`config.mk`:
```
export PLATFORM = sky130hd
export DESIGN_NAME = dma_evt_flag_bank
export DESIGN_NICKNAME = d
export VERILOG_FILES = /design/src/rtl/dma_flag_pkg.sv /design/src/rtl/dma_clr_decode.sv /design/src/rtl/dma_flag_chan.sv /design/src/rtl/dma_evt_flag_bank.sv
export SDC_FILE = /design/constraint.sdc
export NUM_CORES = 1
export LEC_CHECK = 0
export BUFFER_PORTS_ARGS = -buffer_cell sky130_fd_sc_hd__buf_2
export CORE_MARGIN = 3
export CORE_UTILIZATION = 46
export CTS_CLUSTER_SIZE = 28
export DETAILED_ROUTE_END_ITERATION = 7
export GPL_TIMING_DRIVEN = 0
export PLACE_DENSITY = 0.88
export SETUP_SLACK_MARGIN = 0.1
export SLEW_MARGIN = 20
export SYNTH_ARGS = -nofsm -noshare
export SYNTH_HDL_FRONTEND = slang
export SYNTH_SLANG_ARGS = --single-unit
```
`constraint.sdc`:
```
create_clock -name clk -period 1.9 [get_ports clk]
set_input_delay 0.19 -clock clk [delete_from_list [all_inputs] [get_ports clk]]
set_output_delay 0.19 -clock clk [all_outputs]
set_load 0.01 [all_outputs]
```
`src/rtl/dma_flag_pkg.sv`:
```
package dma_flag_pkg;
  localparam int GRP_W    = 4;
  localparam int POS_SUM  = 0;
  localparam int POS_DONE = 1;
  localparam int POS_HALF = 2;
  localparam int POS_ERR  = 3;

  typedef struct packed {
    logic err;
    logic half;
    logic done;
  } evt_vec_t;
endpackage

```
`src/rtl/dma_clr_decode.sv`:
```
module dma_clr_decode #(
  parameter int NCH = 7
) (
  input  logic                             wr,
  input  logic [dma_flag_pkg::GRP_W*NCH-1:0] data,
  output logic [NCH-1:0]                   clr_done,
  output logic [NCH-1:0]                   clr_half,
  output logic [NCH-1:0]                   clr_err
);
  import dma_flag_pkg::*;

  for (genvar c = 0; c < NCH; c++) begin : g_ch
    localparam int BASE = GRP_W * c;
    logic sum_hit;
    // the summary position fans out to all three event flags
    assign sum_hit     = data[BASE + POS_SUM];
    assign clr_done[c] = wr & (sum_hit | data[BASE + POS_DONE]);
    assign clr_half[c] = wr & (sum_hit | data[BASE + POS_HALF]);
    assign clr_err[c]  = wr & (sum_hit | data[BASE + POS_ERR]);
  end
endmodule

```
`src/rtl/dma_flag_chan.sv`:
```
module dma_flag_chan (
  input  logic                      clk,
  input  logic                      rst,
  input  logic                      chan_rst,
  input  dma_flag_pkg::evt_vec_t    evt,
  input  dma_flag_pkg::evt_vec_t    clr,
  input  dma_flag_pkg::evt_vec_t    en,
  output logic [dma_flag_pkg::GRP_W-1:0] grp,
  output logic                      irq
);
  import dma_flag_pkg::*;

  evt_vec_t flags_q, flags_d;
  logic     sum_q;
  logic     irq_q;

  // event beats clear; channel reset beats both
  always_comb begin
    if (chan_rst) flags_d = '0;
    else          flags_d = (flags_q & ~clr) | evt;
  end

  always_ff @(posedge clk) begin
    if (rst) begin
      flags_q <= '0;
      sum_q   <= 1'b0;
      irq_q   <= 1'b0;
    end else begin
      flags_q <= flags_d;
      sum_q   <= |flags_d;
      irq_q   <= |(flags_d & en);
    end
  end

  always_comb begin
    grp           = '0;
    grp[POS_SUM]  = sum_q;
    grp[POS_DONE] = flags_q.done;
    grp[POS_HALF] = flags_q.half;
    grp[POS_ERR]  = flags_q.err;
  end
  assign irq = irq_q;

  a_r7_event_wins: assert property (@(posedge clk) disable iff (rst)
    (!chan_rst && evt.done) |=> grp[POS_DONE]);
  a_r5_clear_drops: assert property (@(posedge clk) disable iff (rst)
    (!chan_rst && clr.half && !evt.half) |=> !grp[POS_HALF]);
  a_r3_sticky: assert property (@(posedge clk) disable iff (rst)
    (grp[POS_ERR] && !clr.err && !chan_rst) |=> grp[POS_ERR]);
  a_r8_chan_reset: assert property (@(posedge clk) disable iff (rst)
    chan_rst |=> (grp == '0));
  a_r4_summary: assert property (@(posedge clk) disable iff (rst)
    grp[POS_SUM] == (grp[POS_DONE] | grp[POS_HALF] | grp[POS_ERR]));
  a_r9_irq_gate: assert property (@(posedge clk) disable iff (rst)
    !$rose(rst) |-> (irq == |({grp[POS_ERR], grp[POS_HALF], grp[POS_DONE]} & $past(en))));
endmodule

```
`src/rtl/dma_evt_flag_bank.sv`:
```
module dma_evt_flag_bank #(
  parameter int NCH = 7
) (
  input  logic                             clk,
  input  logic                             rst,
  input  logic [NCH-1:0]                   evt_done,
  input  logic [NCH-1:0]                   evt_half,
  input  logic [NCH-1:0]                   evt_err,
  input  logic [NCH-1:0]                   chan_rst,
  input  logic                             clr_wr,
  input  logic [dma_flag_pkg::GRP_W*NCH-1:0] clr_data,
  input  logic [NCH-1:0]                   irq_en_done,
  input  logic [NCH-1:0]                   irq_en_half,
  input  logic [NCH-1:0]                   irq_en_err,
  output logic [dma_flag_pkg::GRP_W*NCH-1:0] flag_status,
  output logic [NCH-1:0]                   chan_irq
);
  import dma_flag_pkg::*;

  localparam int STAT_W = GRP_W * NCH;

  logic [NCH-1:0] clr_done, clr_half, clr_err;

  dma_clr_decode #(.NCH(NCH)) clr_dec_i (
    .wr       (clr_wr),
    .data     (clr_data),
    .clr_done (clr_done),
    .clr_half (clr_half),
    .clr_err  (clr_err)
  );

  for (genvar c = 0; c < NCH; c++) begin : g_ch
    localparam int BASE = GRP_W * c;
    evt_vec_t ev, cl, en;
    assign ev = '{err: evt_err[c], half: evt_half[c], done: evt_done[c]};
    assign cl = '{err: clr_err[c], half: clr_half[c], done: clr_done[c]};
    assign en = '{err: irq_en_err[c], half: irq_en_half[c], done: irq_en_done[c]};

    dma_flag_chan chan_i (
      .clk      (clk),
      .rst      (rst),
      .chan_rst (chan_rst[c]),
      .evt      (ev),
      .clr      (cl),
      .en       (en),
      .grp      (flag_status[BASE +: GRP_W]),
      .irq      (chan_irq[c])
    );

    a_r6_summary_clear: assert property (@(posedge clk) disable iff (rst)
      (clr_wr && clr_data[BASE + POS_SUM] && !evt_done[c] && !evt_half[c] && !evt_err[c])
        |=> (flag_status[BASE +: GRP_W] == '0));
    a_r10_no_strobe: assert property (@(posedge clk) disable iff (rst)
      (!clr_wr && !chan_rst[c]) |=>
        ((flag_status[BASE + POS_DONE] | !$past(flag_status[BASE + POS_DONE])) &&
         (flag_status[BASE + POS_ERR]  | !$past(flag_status[BASE + POS_ERR]))));
  end

  a_r1_reset_quiet: assert property (@(posedge clk)
    $past(rst) |-> (flag_status == '0 && chan_irq == '0));

  logic [STAT_W-1:0] unused_w;
  assign unused_w = '0;
endmodule

```
==> impl_results.md <==
* Final Slew Violations at 0
* Max_cap viols at 0
* Peak VDD IR at 0.000454 V
* RR Endpoint: g_ch[0].chan_i.irq$_SDFF_PP0_
* Crit-path cells: buf_4 > buf_2
* Register area at around 700 µm²
* Reg2reg start: g_ch[0].chan_i.grp[1]$_SDFF_PP0_
* Final WS setup at 0.883 ns
* Vias in the first global route at 1,718
* Nets at 396
* Grt total ovfl at 0
* Core Box Area at between 3000 and 4000 µm²
* Layout cells sized above 1 at between 50% and 60%
* Hold Path Sink: g_ch[1].chan_i.grp[2]$_SDFF_PP0_
* Placer Congestion at 0.796
* Vias at 1,826
* Endpoints failing hold at 0
* # IOs at roughly 120
* Total die area at 4810 µm²
* Post-synthesis sequential area ratio at between 30% and 40%
* Leakage power at 1.32 nW
* Main synth FF type: dfxtp_1
* Nature of the critical path endpoint: primary output
* Final ANT Viol Nets at 0
* R2r worst-path depth at 3
* Pwr per Cell Area at a little under 700 nW/µm²
* Synth area leaders: dfxtp_1, buf_4, inv_1, o221ai_2, nand2b_1
* Bufs and invs on worst path at 2
* Area share of the largest cell type after synthesis at 37.9%
* Footprint of the multi-input gates at a little under 900 µm²
* DRT Pass-1 Iters at 4
* Setup-failing EPs final at 0
* Global-route wire length before repair at 7780 µm
* Reg-to-reg slack, setup at 0.91 ns
* Critical path origin: g_ch[0].chan_i.sum_q$_SDFF_PP0_
* Clock sinks at 35
* Minimum clock period at between 1 and 1.5 ns
* Peak Freq at 983 MHz
* HPWL after detailed placement at between 3000 and 4000 µm
* Hold Path Depth at 2
* Setup WS pre-CTS at 0.799 ns
* Slowest cell on the critical path: dfxtp_1
* Clk_lat worst skew at 0.27 ns
* Die Y at slightly below 70 µm
* Mapped Area at 1850 µm²
* Chip width at 69.4 µm
* Slew @ Worst Pin at between 0.5 and 0.6 ns
* Clock Path Buffers at 2
* Setup bufs post-CTS at 0
* Synth top cells by count: dfxtp_1, inv_1, nor2_1
* Clk_skew at around 0.0019 ns
* DRC violations left at 0
* HP Class: primary input to register
* Area leader, netlist: dfxtp_1
* Final wirelength at 4600 µm
* Cts bufs inserted at 5
* Crit path max-delay family: flip-flops
* Largest net degree at the start of global routing at 11
* Layout filler cell count at 329
* Initial antenna violation count at 0
* CTS tree: built
* Count of cell types in the netlist at 27
* Clock Pin Slew Worst Setup and Hold Paths at roughly 0.07 ns
* Post-Synthesis Cells at 197
* Total GRT Usage at between 15 and 20%
* Post-cts resize count at 0
* Hold path start: chan_rst[1]
* Slowest stage delay, CP at 0.31 ns
* Starting Density at 49.0%
* Syn Area/Cell at 9.37 µm²
* WS Path Type: register to primary output
* Floorplan row count at 22
* Total chip power at between 0.0015 and 0.002 W
* Antenna diodes at 0
* Max-slew headroom at 65.0%
* Number of synthesis warnings at 0
* Outcome: completed
* Critical path arrival at roughly 0.83 ns
* Setup TNS at 0 ns
* Syn_nets at ~280
* Unrepaired setup endpoints after global routing: false
* CP startpoint kind: register
* Syn-to-layout area delta at 39.0%
* Critical path peak fanout at 1
* Final core utilization at 68.1%
* Cell with the most instances after synthesis: dfxtp_1
* Async SR Flop Fraction at 0%
* Buffers added on ports at roughly 110
* Clock root cell: clkbuf_8
* Via/cell ratio at 5.00
* WL/cell at ~13 µm
* CTS Hold Bufs at 0
* Crit share post-route at between 50% and 60%
* Yosys reg bits at 35
* EDFF count, synth at 0
* Required time of the critical path at 1.71 ns
* Initial DRC count at between 60 and 70
* H-tree Lvls at 2
[report_power, final]
part / internal (W) / total [W] / switching [W]
clock network: 0.000331 / 0.000573 / 0.000242
logic: 0.000199 / 0.000383 / 0.000185
registers: 0.000782 / 0.000804 / 0.0000212
total: 0.00131 / 0.00176 / 0.000448
[registers in the layout (all words and copies together), names as in the netlist]
register           flops
g_ch.chan_i.sum_q      7
g_ch.chan_i.irq        7
g_ch.chan_i.grp       21
[worst register-to-register path, cell delays in order (launching register included)]
cell       delay, ns
dfxtp_1         0.32
or2_2           0.29
o2111ai_1       0.14
o221ai_2        0.12
[worst max path at each step]
stage                                            to  slack [ns]  cells past startpoint
global route          g_ch[1].chan_i.irq$_SDFF_PP0_        0.83                      3
detailed placement  g_ch[0].chan_i.sum_q$_SDFF_PP0_        0.80                      3
global placement    g_ch[1].chan_i.sum_q$_SDFF_PP0_        0.81                      3
floorplan             g_ch[0].chan_i.irq$_SDFF_PP0_        0.94                      3
CTS                                  flag_status[0]        0.87                      2
finish                               flag_status[0]        0.88                      2
[cell families after synthesis]
logic type             synth area share (%)
and+or+nand+nor                        19.1
AOI/OAI and AO/OA                      29.0
DFF                                    37.9
buffers and inverters                  14.0
[cell usage in the layout, fill, tap and decap left out]
cell type  instances
clkbuf_8           7
or2_1              1
inv_1             24
nand2_1            1
a31oi_4            4
buf_2            113
buf_4             14
o311ai_1           6
a21oi_2            1
nand2b_1          14
clkbuf_1           2
or2_2              8
nor3b_2            6
buf_12             1
o211ai_1           1
o221ai_2           6
nor2_2             4
nor3_1             6
a31oi_2            2
buf_6              3
o21ai_2            6
a21oi_1            8
dfxtp_1           35
o221ai_1           6
nor2_1            20
o2111ai_1          8
a31oi_1            1
o21ai_0            9
[per-stage QoR]
| stage | instances | hold slack, ns | instance area, µm² |
|---|---|---|---|
| 5_1_grt | 365 | 0.142 | 2570 |
| 3_3_place_gp | 357 | 0.420 | 2470 |
| 2_1_floorplan | 197 | 0.267 | 1850 |
| 4_1_cts | 365 | 0.129 | 2570 |
| 6_report | 365 | 0.139 | 2570 |
| 3_5_place_dp | 357 | 0.426 | 2470 |
[layer usage]
layer  vias to the layer above  global-route usage (%)  wire, µm
met1                       822                    22.5      1850
met2                        75                    35.3      2330
met5                         -                       0         0
met4                         0                    4.56        31
met3                         4                    5.80       383
li1                        925                       -         -
[final cells by class]
cell class	instances	share of cell area, %
flip-flops and latches	35	27.3
plain buffers	20	6.53
repair buffers	112	21.8
well taps	48	2.34
inverters	24	3.51
clock buffers	8	3.90
multi-input cells	118	34.6
Power figures use the tool's default switching activity.
